## config.mk

```make
export PLATFORM = sky130hd
export DESIGN_NAME = wdt_two_stage
export DESIGN_NICKNAME = d
export VERILOG_FILES = /design/src/rtl/wdt_pkg.sv /design/src/rtl/wdt_period_sel.sv /design/src/rtl/wdt_counter.sv /design/src/rtl/wdt_flags.sv /design/src/rtl/wdt_two_stage.sv
export SDC_FILE = /design/constraint.sdc
export NUM_CORES = 1
export LEC_CHECK = 0
export BUFFER_PORTS_ARGS = -buffer_cell sky130_fd_sc_hd__buf_2
export CAP_MARGIN = 20
export CORE_ASPECT_RATIO = 0.5
export CORE_UTILIZATION = 58
export DETAILED_ROUTE_END_ITERATION = 10
export GPL_TIMING_DRIVEN = 1
export PLACE_DENSITY = 0.78
export SLEW_MARGIN = 10
export SYNTH_ARGS = -nofsm -noshare
export SYNTH_HDL_FRONTEND = slang
export SYNTH_SLANG_ARGS = --single-unit
export TNS_END_PERCENT = 50
```

## constraint.sdc

```tcl
create_clock -name clk_i -period 2.21 [get_ports clk_i]
set_clock_uncertainty 0.1 [all_clocks]
set_input_delay 0.3315 -clock clk_i [delete_from_list [all_inputs] [get_ports clk_i]]
set_output_delay 0.3315 -clock clk_i [all_outputs]
set_load 0.03 [all_outputs]
```

## src/rtl/wdt_pkg.sv

```systemverilog
package wdt_pkg;
  typedef enum logic [1:0] {
    WDT_X1  = 2'b00,
    WDT_X4  = 2'b01,
    WDT_X16 = 2'b10,
    WDT_X32 = 2'b11
  } wdt_mode_e;

  // timeout length in base units for a mode code
  function automatic int unsigned wdt_units(wdt_mode_e m);
    case (m)
      WDT_X1:  return 1;
      WDT_X4:  return 4;
      WDT_X16: return 16;
      default: return 32;
    endcase
  endfunction

  // interrupt threshold in clocks
  function automatic int unsigned wdt_thr_clocks(wdt_mode_e m, int unsigned base_log2);
    return wdt_units(m) << base_log2;
  endfunction
endpackage

```

## src/rtl/wdt_period_sel.sv

```systemverilog
module wdt_period_sel
  import wdt_pkg::*;
#(
  parameter int BASE_LOG2 = 16,
  parameter int CNT_W     = 22
) (
  input  logic             clk_i,
  input  logic             rst_ni,
  input  logic             restart_i,
  input  logic [1:0]       mode_i,
  output logic [CNT_W-1:0] thr_o
);
  wdt_mode_e mode_q;

  // mode is captured only on restart, so a running period keeps its length
  always_ff @(posedge clk_i or negedge rst_ni) begin
    if (!rst_ni)        mode_q <= WDT_X1;
    else if (restart_i) mode_q <= wdt_mode_e'(mode_i);
  end

  assign thr_o = CNT_W'(wdt_thr_clocks(mode_q, BASE_LOG2));
endmodule

```

## src/rtl/wdt_counter.sv

```systemverilog
module wdt_counter #(
  parameter int CNT_W     = 22,
  parameter int RST_DELAY = 256
) (
  input  logic             clk_i,
  input  logic             rst_ni,
  input  logic             restart_i,
  input  logic [CNT_W-1:0] thr_i,
  output logic [CNT_W-1:0] cnt_o,
  output logic             int_hit_o,
  output logic             rst_hit_o
);
  logic [CNT_W-1:0] term;
  logic             at_term;

  assign term    = thr_i + CNT_W'(RST_DELAY);
  assign at_term = (cnt_o == term);

  // count edges since restart; hold at the reset point
  always_ff @(posedge clk_i or negedge rst_ni) begin
    if (!rst_ni)        cnt_o <= '0;
    else if (restart_i) cnt_o <= '0;
    else if (!at_term)  cnt_o <= cnt_o + 1'b1;
  end

  // events fire on the edge where the count reaches the point; restart suppresses them
  assign int_hit_o = !restart_i && (cnt_o == thr_i - 1'b1);
  assign rst_hit_o = !restart_i && (cnt_o == term - 1'b1);
endmodule

```

## src/rtl/wdt_flags.sv

```systemverilog
module wdt_flags (
  input  logic clk_i,
  input  logic rst_ni,
  input  logic int_hit_i,
  input  logic rst_hit_i,
  input  logic rst_en_i,
  input  logic int_en_i,
  input  logic clr_int_i,
  input  logic clr_rst_i,
  output logic int_flag_o,
  output logic rst_flag_o,
  output logic irq_o,
  output logic rst_req_o
);
  logic rst_fire;

  assign rst_fire = rst_hit_i && rst_en_i;

  always_ff @(posedge clk_i or negedge rst_ni) begin
    if (!rst_ni) begin
      int_flag_o <= 1'b0;
      rst_flag_o <= 1'b0;
      irq_o      <= 1'b0;
      rst_req_o  <= 1'b0;
    end else begin
      // set has priority over clear
      if (int_hit_i)      int_flag_o <= 1'b1;
      else if (clr_int_i) int_flag_o <= 1'b0;
      if (rst_fire)       rst_flag_o <= 1'b1;
      else if (clr_rst_i) rst_flag_o <= 1'b0;
      irq_o     <= int_flag_o && int_en_i;
      rst_req_o <= rst_fire;
    end
  end
endmodule

```

## src/rtl/wdt_two_stage.sv

```systemverilog
module wdt_two_stage #(
  parameter int BASE_LOG2 = 16,
  parameter int RST_DELAY = 256
) (
  input  logic       clk_i,
  input  logic       rst_ni,
  input  logic       restart_i,
  input  logic       rst_en_i,
  input  logic [1:0] mode_i,
  input  logic       int_en_i,
  input  logic       clr_int_i,
  input  logic       clr_rst_i,
  output logic       int_flag_o,
  output logic       rst_flag_o,
  output logic       irq_o,
  output logic       rst_req_o
);
  localparam int MaxTerm = (32 << BASE_LOG2) + RST_DELAY;
  localparam int CntW    = $clog2(MaxTerm + 1);

  logic [CntW-1:0] thr;
  logic [CntW-1:0] cnt;
  logic            int_hit;
  logic            rst_hit;

  wdt_period_sel #(.BASE_LOG2(BASE_LOG2), .CNT_W(CntW)) u_sel (
    .clk_i    (clk_i),
    .rst_ni   (rst_ni),
    .restart_i(restart_i),
    .mode_i   (mode_i),
    .thr_o    (thr)
  );

  wdt_counter #(.CNT_W(CntW), .RST_DELAY(RST_DELAY)) u_cnt (
    .clk_i    (clk_i),
    .rst_ni   (rst_ni),
    .restart_i(restart_i),
    .thr_i    (thr),
    .cnt_o    (cnt),
    .int_hit_o(int_hit),
    .rst_hit_o(rst_hit)
  );

  wdt_flags u_flg (
    .clk_i     (clk_i),
    .rst_ni    (rst_ni),
    .int_hit_i (int_hit),
    .rst_hit_i (rst_hit),
    .rst_en_i  (rst_en_i),
    .int_en_i  (int_en_i),
    .clr_int_i (clr_int_i),
    .clr_rst_i (clr_rst_i),
    .int_flag_o(int_flag_o),
    .rst_flag_o(rst_flag_o),
    .irq_o     (irq_o),
    .rst_req_o (rst_req_o)
  );
endmodule

```

Word level (Yosys, flattened, before mapping)
Cells that the tools add are included.
{"block": "word_totals", "out_inout_bits": 4, "elab_cells": 31, "reg_bits": 28, "in_bits": 9}
{"block": "op_classes", "reduce_logical": 8, "add_sub_neg": 4, "eq_ne": 6, "mux": 7}
{"cell": "$eq A22 B22 Y1", "n": 3}
{"cell": "$mux W22", "n": 2}
{"cell": "$sub A22 B1 Y22 const B", "n": 2}
{"cell": "$add A22 B1 Y22 const B", "n": 1}
{"cell": "$add A22 B9 Y22 const B", "n": 1}
{"cell": "$pmux W6 S3", "n": 1}
{"cell": "$logic_and A1 B1 Y1", "n": 4}
{"cell": "$mux W1", "n": 4}
{"cell": "$reduce_bool A2 Y1", "n": 2}
{"cell": "$eq A2 B1 Y1 const B", "n": 1}
{"cell": "$eq A2 B2 Y1 const B", "n": 1}
{"cell": "$logic_not A2 Y1", "n": 1}
{"cell": "$ne A2 B2 Y1 const B", "n": 1}
{"cell": "$logic_not A1 Y1", "n": 1}

Longest topological paths before layout
Gate-level depths: netlist of the first run.
{"block": "logic_depth", "ltp_word": 8, "ltp_mapped": 6, "mapped_depth_nobuf": 6}

Modules after synthesis
Synthesis of the first run repeated with hierarchy kept, for this count alone.
{"block": "unflattened", "hier_cells": 457, "area_unflattened_um2": 3499.6}
{"module": "wdt_counter", "instances": 1, "area_each_um2": 3120.5, "cells_each": 420}
{"module": "wdt_period_sel", "instances": 1, "area_each_um2": 241.5, "cells_each": 27}
{"module": "wdt_flags", "instances": 1, "area_each_um2": 137.6, "cells_each": 10}

Worst setup path after synthesis of the first run
Ideal clock, no wire load.
{"block": "synth_timing", "path_kind": "flip-flop to flip-flop", "start": "register u_cnt.cnt_o[21]", "end": "register u_cnt.cnt_o[0]", "arrival_ps": 1810, "path_slack_ps": 175, "n_path_buf": 0, "stages_incl_launch_ff": 5, "cell_sequence": "dfrtp_1 > nand2b_1 > a2111o_1 > a2111oi_2 > mux2_2"}
{"block": "synth_via", "elab_chain_len": 2}
{"item": "start, declared", "line_no": "wdt_counter.sv:9", "rtl": "output logic [CNT_W-1:0] cnt_o,"}
{"item": "start signal, assigned", "line_no": "wdt_counter.sv:23", "rtl": "else if (!at_term) cnt_o <= cnt_o + 1'b1;"}
{"item": "$eq A22 B22 Y1", "line_no": "wdt_counter.sv:17", "rtl": "assign at_term = (cnt_o == term);"}
{"item": "$ne A2 B2 Y1 (no source line)"}
No other way between the ends.
A chain may end at the register's enable or synchronous reset.

Final worst setup path of the first run
{"block": "layout_timing", "start": "register u_cnt.cnt_o[3]", "end": "register u_cnt.cnt_o[21]"}
{"block": "layout_via", "elab_chain_len": 3}
{"item": "$add A22 B1 Y22", "line_no": "wdt_counter.sv:23"}
{"item": "$mux W22", "line_no": "wdt_counter.sv:23"}
{"item": "$mux W22", "line_no": "wdt_counter.sv:22", "rtl": "else if (restart_i) cnt_o <= '0;"}
Parallel ways exist; a longest one is shown, timed or not. The select of a mux whose other input is x is not followed.

==> metrics.txt, run 1 <==
Num CTS Buffers 3; ANT cells 0; clk buf depth 2; WL/cell 14.4 um; Clock Sinks 28; Period minus WS final 2.11 ns; Hold Slack between 0.1 and 0.15 ns; Finish-stage setup viols 0; CP cell instances nand3_4 > or4_1 > or4_1 > a21oi_1; Synth Cell Area roughly 1600 um^2; share of cells above drive strength 1 0.197; Post-Syn Nets 177; commonest non-fill, non-tap cell in the layout dfrtp_1; f_max approximately 470 MHz; crit path DAT 2.21 ns; RSZ-0062 raised after global routing no; CORE AREA about 2600 um^2; via/cell ratio about 5.8; Die Height between 30 and 40 um; first-pass GRT wire length ~5100 um; vias post-DR about 1,200; Crit path required time 2.32 ns; Crit. End Element flip-flop; max-slew violations 0; GP Congestion 0.803; DRC viols 0; GRT Resource Usage Total 0.231; vias in the first global route between 1,000 and 1,500; Fin Setup TNS 0 ns; Port-buffer cells 12; final hold violations 0; VDD IR max 0.000302 V; Ports 13; sequential share of the synthesized area 0.437; gr ovfl total 0; CP Max Fanout 9; worst slew pin tran 0.637 ns; Worst path max stage delay between 0.6 and 0.7 ns; Worst Hold Class input port to flip-flop; Post-synth EDFFs 0; hpwl dp between 2000 and 2500 um; synthesized instance count roughly 170; WL final between 3000 and 4000 um; Crit Path Category flip-flop to flip-flop; number of DRC markers in iteration 0 106; Pwr per Cell Area between 500 and 600 nW/um^2; Async SR Flop Fraction 1.00; CTS HTree Levels 1; largest net degree at the start of global routing 37; Die Span X 76.3 um; worst skew pair latency 0.28 ns; post-detailed-route count of antenna-violating nets 0; cell row count 13; area grow syn2layout 8.74%; #FFs+latches synth 28; outcome completed; Pre-Repair DR Iteration Count 4; Ys Warns 0; clock tree from TritonCTS done; fin cells around 220; Clk Tree Root Cell clkbuf_8; Initial Util 0.616; ys flop type dfrtp_1; CP most frequent cell or4_1; Die ar. roughly 3000 um^2; Rel. slew slack 0.575; placed cells 211; most frequent cells in the layout dfrtp_1, nor2_1, buf_2, nand3_1, xnor2_1; Reg clk slew, reported paths roughly 0.10 ns; final period utilization 0.953; max_cap viols 0; final setup margin roughly 0.10 ns; initial antenna violation count 0; slowest cell on the critical path or4_1; Final nets around 190; post-synth cell types 41; Pleak between 0.0007 and 0.0008 uW; # resized after CTS 0; crit start category flip-flop; Synth Area per Inst approximately 9.7 um^2; worst slack, placed approximately 0.12 ns
==> final cells by class <==
cell class | instances | area, um^2
well taps | 37 | 46.3
multi-input cells | 123 | 825
fillers | 211 | 860
inverters | 6 | 22.5
repair buffers | 18 | 108
flip-flops and latches | 28 | 701
clock buffers | 3 | 41.3
==> sequential cells by signal, indices dropped and copies added, names as in the netlist <==
name and flops:
u_flg.rst_flag_o 1, u_flg.rst_req_o 1, u_sel.mode_q 2, u_cnt.cnt_o 22, u_flg.irq_o 1, u_flg.int_flag_o 1
==> through the flow <==
stage | util | power, uW | instance area (um^2)
final | 0.670 | 885 | 1740
after global routing | 0.670 | 915 | 1740
after CTS | 0.670 | 889 | 1740
after detailed placement | 0.650 | 611 | 1690
after global placement | 0.650 | 609 | 1690
after floorplan | - | 587 | 1600
==> cell usage after synthesis (4+ instances only) <==
library cell | n | area share
nor3_1 | 5 | 0.016
or4_1 | 4 | 0.019
xnor2_1 | 9 | 0.049
dfrtp_1 | 28 | 0.44
clkbuf_1 | 4 | 0.0094
nand4_1 | 5 | 0.020
nand3_1 | 11 | 0.034
inv_1 | 6 | 0.014
a21oi_1 | 4 | 0.012
nor2_1 | 22 | 0.052
nand2_1 | 8 | 0.019
nand2b_1 | 6 | 0.023
nor2b_1 | 6 | 0.023
mux2_2 | 7 | 0.049
==> what timing repair did <==
action / 4_1_cts / 5_1_grt
setup buffers: 0 / 0
hold buffers: 1 / 0
hold endpoints to repair: 28 / 0
setup endpoints to repair: 0 / 0
==> routing by layer <==
layer | up-vias | global-route usage | part of all wire
li1 | 619 | - | -
met5 | - | 0 | 0
met2 | 19 | 0.426 | 0.46
met1 | 604 | 0.279 | 0.49
met4 | 0 | 0.0721 | 0.015
met3 | 6 | 0.0565 | 0.034
==> report_power, final <==
group	switching [uW]	total, uW	internal (uW)
combinational	39.6	68.4	28.8
clock	161	283	123
sequential	13.5	533	520
total	214	885	671
==> worst max-delay path, delay by kind of cell, from the launching register on <==
family           cells  cell delay (ns)
AND/OR/NAND/NOR      3             1.32
flip-flops           1             0.47
AO/OA/AOI/OAI        1             0.14
==> path summary, 6_finish.rpt <==
| kind | start | end | slack (ns) | cells after the start |
|---|---|---|---|---|
| setup / recovery | u_cnt.cnt_o[3]$_DFFE_PN0P_ | u_cnt.cnt_o[21]$_DFFE_PN0P_ | 0.10 | 4 |
| hold reg to reg | u_flg.int_flag_o$_DFFE_PN0P_ | u_flg.irq_o$_DFF_PN0_ | 0.41 | 1 |
| hold / removal | clr_rst_i | u_flg.rst_flag_o$_DFFE_PN0P_ | 0.12 | 2 |
| min in group asynchronous | rst_ni | u_flg.irq_o$_DFF_PN0_ | 0.50 | 2 |
| max in group asynchronous | rst_ni | u_cnt.cnt_o[2]$_DFFE_PN0P_ | 1.09 | 2 |
| setup reg to reg | u_cnt.cnt_o[3]$_DFFE_PN0P_ | u_cnt.cnt_o[21]$_DFFE_PN0P_ | 0.10 | 4 |
==> kinds of logic after synthesis <==
group | count (synthesis) | share of synthesized area
and+or+nand+nor | 81 | 0.283
AOI/OAI and AO/OA | 20 | 0.0952
DFF | 28 | 0.437
muxes | 8 | 0.0554
adders and majority gates | 2 | 0.0156
buffers and inverters | 15 | 0.0484
xor gates and xnor gates | 12 | 0.0656
Power figures use the tool's default switching activity.
==> inputs of run 2 (changes only) <==
--- a/config.mk
+++ b/config.mk
@@ -5,13 +5,14 @@
 export SDC_FILE = /design/constraint.sdc
 export NUM_CORES = 1
 export LEC_CHECK = 0
+export ABC_AREA = 1
 export BUFFER_PORTS_ARGS = -buffer_cell sky130_fd_sc_hd__buf_2
 export CAP_MARGIN = 20
 export CORE_ASPECT_RATIO = 0.5
-export CORE_UTILIZATION = 58
+export CORE_UTILIZATION = 59
 export DETAILED_ROUTE_END_ITERATION = 10
 export GPL_TIMING_DRIVEN = 1
-export PLACE_DENSITY = 0.78
+export PLACE_DENSITY = 0.79
 export SLEW_MARGIN = 10
 export SYNTH_ARGS = -nofsm -noshare
 export SYNTH_HDL_FRONTEND = slang
==> metrics.txt, run 2 <==
CP cell instances inv_1 > ha_1 > nor3b_1 > nand2_1 > nor2_1 > nand3_1 > nand3_1 > nand2_1; most flop-heavy register u_cnt.cnt_o; Final nets between 200 and 300; fin area 1850 um^2; cell taking the most area after synthesis dfrtp_1; share of the synthesized area in the top cell type 0.415; post-detailed-route count of antenna-violating nets 0; outcome completed; number of DRC markers in iteration 0 104; placed cells between 200 and 300; CTS HTree Levels 1; Worst Hold Class input port to flip-flop; final period utilization 0.776; crit path DAT around 1.8 ns; area grow syn2layout 9.56%; hold-fix buffer count after cts 1; worst slew pin tran roughly 0.63 ns; Reg clk slew, reported paths ~0.1 ns; vias in the first global route 1,222; initial antenna violation count 0; ANT cells 0; post-synth cell types 27; gr ovfl total 0; count leader, synth nand2_1; Post-synth EDFFs 0; Pre-Repair DR Iteration Count 4; fill cell count around 230; Fin Setup TNS 0 ns; Ys Warns 0; biggest regs u_cnt.cnt_o: 22 flops, u_sel.mode_q: 2 flops; RSZ-0062 raised after global routing no; final setup margin ~0.49 ns; number of flip-flops in the largest register 22; largest net degree at the start of global routing 29; hpwl dp roughly 2700 um; GRT Resource Usage Total 0.253; clk buf depth 2; worst slack, placed roughly 0.53 ns; top cells by area, synth dfrtp_1, nand2_1, nor2_1; commonest non-fill, non-tap cell in the layout nand2_1; f_max just under 600 MHz; max_cap viols 0; CORE AREA around 2700 um^2; Die Span X 77.7 um; CP Max Fanout 4; Pleak ~0.00091 uW; share of cells above drive strength 1 0.115; Die Height 39.8 um; Ports 13; max-slew violations 0; Async SR Flop Fraction 1.00; crit start category flip-flop; vias post-DR roughly 1,500; clock tree from TritonCTS done; Post-CTS Setup Bufs 0; Crit. End Element flip-flop; most frequent cells in the layout nand2_1, nor2_1, inv_1, dfrtp_1, nand3_1; cell row count 13; footprint of the multi-input gates about 860 um^2; VDD IR max between 0.0003 and 0.0004 V; Rel. slew slack 0.581; DP Area 1790 um^2; final hold violations 0; sequential share of the synthesized area 0.415; WL/cell ~12 um; Die ar. between 3000 and 4000 um^2; Initial Util 0.637; Synth Cell Area approximately 1700 um^2; Storage cell area about 700 um^2; most frequent cells after synthesis nand2_1, nor2_1, inv_1; worst skew pair latency about 0.28 ns; Finish-stage setup viols 0; ys flop type dfrtp_1; slowest cell on the critical path dfrtp_1; Total Power about 940 uW; synthesized instance count between 200 and 250; Clk Tree Root Cell clkbuf_8; Period minus WS final 1.72 ns; Port-buffer cells 12; # resized after CTS 0; Pwr per Cell Area ~510 nW/um^2; Clock Sinks 28; #FFs+latches synth 28; fin cells 290; WL final 3540 um; DRC viols 0; via/cell ratio roughly 5.3; Post-Syn Nets between 200 and 300; Crit Path Category flip-flop to flip-flop; Worst path max stage delay roughly 0.42 ns; Synth Area per Inst about 7.1 um^2; Crit path required time approximately 2.3 ns; Num CTS Buffers 3; first-pass GRT wire length about 5700 um; GP Congestion approximately 0.9
run 2: cell count changes in the layout (fill, tap and decap cells not counted), moves of 7 or more:
cell / before / now
nor2_1: 22 / 39
mux2_2: 7 / 0
inv_1: 6 / 29
o21ai_0: 2 / 13
xnor2_1: 9 / 0
nand2_1: 8 / 60
run 2: critical path, delay by kind of cell, from the launching register on:
kind                     cells  cell delay (ns)
AND/OR/NAND/NOR              6             0.87
flip-flops                   1             0.42
adder cells (fa/ha/maj)      1             0.14
buffers and inverters        1             0.09
run 2: area by class of cell:
cell class	instances	share of cell area
multi-input cells	177	0.464
flip-flops and latches	28	0.379
inverters	30	0.0609
repair buffers	14	0.0419
clock buffers	4	0.0297
well taps	37	0.0250
run 2: path summary, 6_finish.rpt:
kind                                                    from                           end  slack, ns  depth (start not counted)
worst max-delay path              u_cnt.cnt_o[0]$_DFFE_PN0P_    u_cnt.cnt_o[0]$_DFFE_PN0P_       0.49                          8
worst min-delay path                                int_en_i         u_flg.irq_o$_DFF_PN0_       0.14                          3
worst max register to register    u_cnt.cnt_o[0]$_DFFE_PN0P_    u_cnt.cnt_o[0]$_DFFE_PN0P_       0.49                          8
worst min register to register  u_flg.rst_flag_o$_DFFE_PN0P_  u_flg.rst_flag_o$_DFFE_PN0P_       0.40                          2
max in group asynchronous                             rst_ni    u_cnt.cnt_o[1]$_DFFE_PN0P_       1.10                          2
min in group asynchronous                             rst_ni   u_cnt.cnt_o[16]$_DFFE_PN0P_       0.49                          2
run 2: stage by stage:
stage               hold slack [ns]  utilization
CTS                           0.143        0.698
floorplan                   -0.0641            -
global placement              0.277        0.673
finish                        0.136        0.698
detailed placement            0.289        0.673
global route                  0.148        0.698
run 2: cells by family (layout without fill, tap and decap cells):
| family | after synthesis | after routing | synth area share |
|---|---|---|---|
| and+or+nand+nor | 141 | 141 | 0.379 |
| buffers and inverters | 34 | 48 | 0.0770 |
| AOI/OAI and AO/OA | 30 | 30 | 0.0933 |
| DFF | 28 | 28 | 0.415 |
| xor gates and xnor gates | 4 | 4 | 0.0207 |
| adders and majority gates | 2 | 2 | 0.0148 |
run 2: power by group:
part	total, uW	switching (uW)	internal (uW)
sequential	531	11.2	519
combinational	86.6	55.5	31.1
clock	322	162	160
run 2: per-layer routing:
layer / vias up / share of wire / track usage / wire [um]
met1: 705 / 0.48 / 0.362 / 1700
met3: 2 / 0.084 / 0.0558 / 298
met4: 0 / 0.0023 / 0.0283 / 8
met2: 49 / 0.43 / 0.405 / 1530
li1: 790 / - / - / -
met5: - / 0 / 0 / 0
==> inputs of run 3 (changes only) <==
==> constraint.sdc (replaced) <==
create_clock -name clk_i -period 1.72 [get_ports clk_i]
set_clock_uncertainty 0.1 [all_clocks]
set_input_delay 0.258 -clock clk_i [delete_from_list [all_inputs] [get_ports clk_i]]
set_output_delay 0.258 -clock clk_i [all_outputs]
set_load 0.03 [all_outputs]
==> metrics.txt, run 3 (same netlist as run 2, synthesis figures left out) <==
R2R cell count 8; clk buf depth 2; Rel. slew slack 0.582; final period utilization 0.946; gr ovfl total 0; Finish-stage setup viols 0; Reg power frac 0.564; Final nets approximately 270; Fin Setup TNS 0 ns; Port-buffer cells 12; Pre-Repair DR Iteration Count 4; worst skew pair latency between 0.2 and 0.3 ns; GRT Resource Usage Total 0.253; Crit path required time roughly 1.8 ns; final hold violations 0; commonest non-fill, non-tap cell in the layout nand2_1; WL/cell ~12 um; CORE AREA between 2000 and 3000 um^2; max-slew violations 0; CTS HTree Levels 1; crit start category flip-flop; CP Max Fanout 4; fill cell count roughly 230; Int Pwr a little over 900 uW; clock tree from TritonCTS done; outcome completed; via/cell ratio roughly 5.4; Hold Slack 0.0613 ns; VDD IR max between 0.0003 and 0.0004 V; Clock Sinks 28; Die ar. between 3000 and 4000 um^2; f_max about 600 MHz; Num CTS Buffers 3; GP Congestion 0.881; RSZ-0062 raised after global routing no; largest net degree at the start of global routing 29; share of cells above drive strength 1 0.119; Pwr per Cell Area 652 nW/um^2; cell row count 13; Pleak roughly 0.00091 uW; vias post-DR between 1,500 and 2,000; Ports 13; Worst path max stage delay approximately 0.42 ns; Sw Share 0.245; footprint of the multi-input gates 861 um^2; vias in the first global route between 1,000 and 1,500; max_cap viols 0; WL final 3550 um; most frequent cells in the layout nand2_1, nor2_1, inv_1, dfrtp_1, nand3_1; Die Height ~40 um; Die Span X 77.7 um; Net Sw Power 296 uW; first-pass GRT wire length 5660 um; crit path DAT about 1.7 ns; Combinational Power Share 0.093; initial antenna violation count 0; ANT cells 0; area grow syn2layout 9.70%; slowest cell on the critical path dfrtp_1; Reg clk slew, reported paths 0.10 ns; Worst Hold Class input port to flip-flop; post-detailed-route count of antenna-violating nets 0; number of DRC markers in iteration 0 roughly 100; Crit. End Element flip-flop; Clk Tree Root Cell clkbuf_8; DRC viols 0; final setup margin approximately 0.094 ns; most flop-heavy register u_cnt.cnt_o; Initial Util 0.637; Hold Crit Depth 3; CP cell instances inv_1 > ha_1 > nor3b_1 > nand2_1 > nor2_2 > nand3_1 > nand3_1 > nand2_1; biggest regs u_cnt.cnt_o: 22 flops, u_sel.mode_q: 2 flops; worst slew pin tran 0.627 ns; number of flip-flops in the largest register 22; hpwl dp ~2700 um; worst slack, placed 0.0353 ns; Period minus WS final 1.63 ns; Storage cell area between 700 and 800 um^2; Crit Path Category flip-flop to flip-flop; clock power share 0.343
run 3: area by class of cell:
| cell class | instances | share of cell area |
|---|---|---|
| tap | 37 | 0.0250 |
| timing repair buffer | 14 | 0.0419 |
| inverter | 30 | 0.0608 |
| sequential | 28 | 0.378 |
| multi-input combinational | 177 | 0.465 |
| clock buffer | 4 | 0.0297 |
run 3: final timing paths:
kind / end / startpoint / slack, ns
max: u_cnt.cnt_o[0]$_DFFE_PN0P_ / u_cnt.cnt_o[0]$_DFFE_PN0P_ / 0.09
min: u_flg.irq_o$_DFF_PN0_ / int_en_i / 0.06
max reg2reg: u_cnt.cnt_o[0]$_DFFE_PN0P_ / u_cnt.cnt_o[0]$_DFFE_PN0P_ / 0.09
min reg2reg: u_flg.rst_flag_o$_DFFE_PN0P_ / u_flg.rst_flag_o$_DFFE_PN0P_ / 0.40
max in group asynchronous: u_cnt.cnt_o[1]$_DFFE_PN0P_ / rst_ni / 0.69
min in group asynchronous: u_flg.int_flag_o$_DFFE_PN0P_ / rst_ni / 0.42
run 3: routing by layer:
metal	part of all wire	vias to the layer above	track usage
met5	0	-	0
met4	0.0023	0	0.0283
met3	0.056	2	0.0558
met2	0.43	48	0.405
met1	0.51	717	0.362
li1	-	790	-
run 3: timing repair:
action	4_1_cts	5_1_grt
gates resized for setup	0	1
endpoints found under the setup margin	0	3
hold buffers	1	0
setup buffers	0	0
hold endpoints to repair	28	0
run 3: power groups by stage:
stage               sequential [uW]  combinational, uW  clock [uW]
floorplan                       691               71.2           0
CTS                             681                112         416
finish                          682                112         415
global placement                693                107           0
detailed placement              694                110           0
global route                    683                130         438
run 3: critical path: cells and delay by family (launching register included):
kind,cells,cell delay [ns]
fa+ha+maj,1,0.14
buf+inv,1,0.09
flops,1,0.42
simple gates,6,0.77
run 3: stage by stage:
step / power (uW) / util / std cells / area (um^2)
3_3_place_gp: 800 / 0.673 / 285 / 1790
6_report: 1210 / 0.699 / 290 / 1850
2_1_floorplan: 762 / - / 239 / 1690
5_1_grt: 1250 / 0.699 / 290 / 1850
3_5_place_dp: 804 / 0.673 / 285 / 1790
4_1_cts: 1210 / 0.698 / 290 / 1850
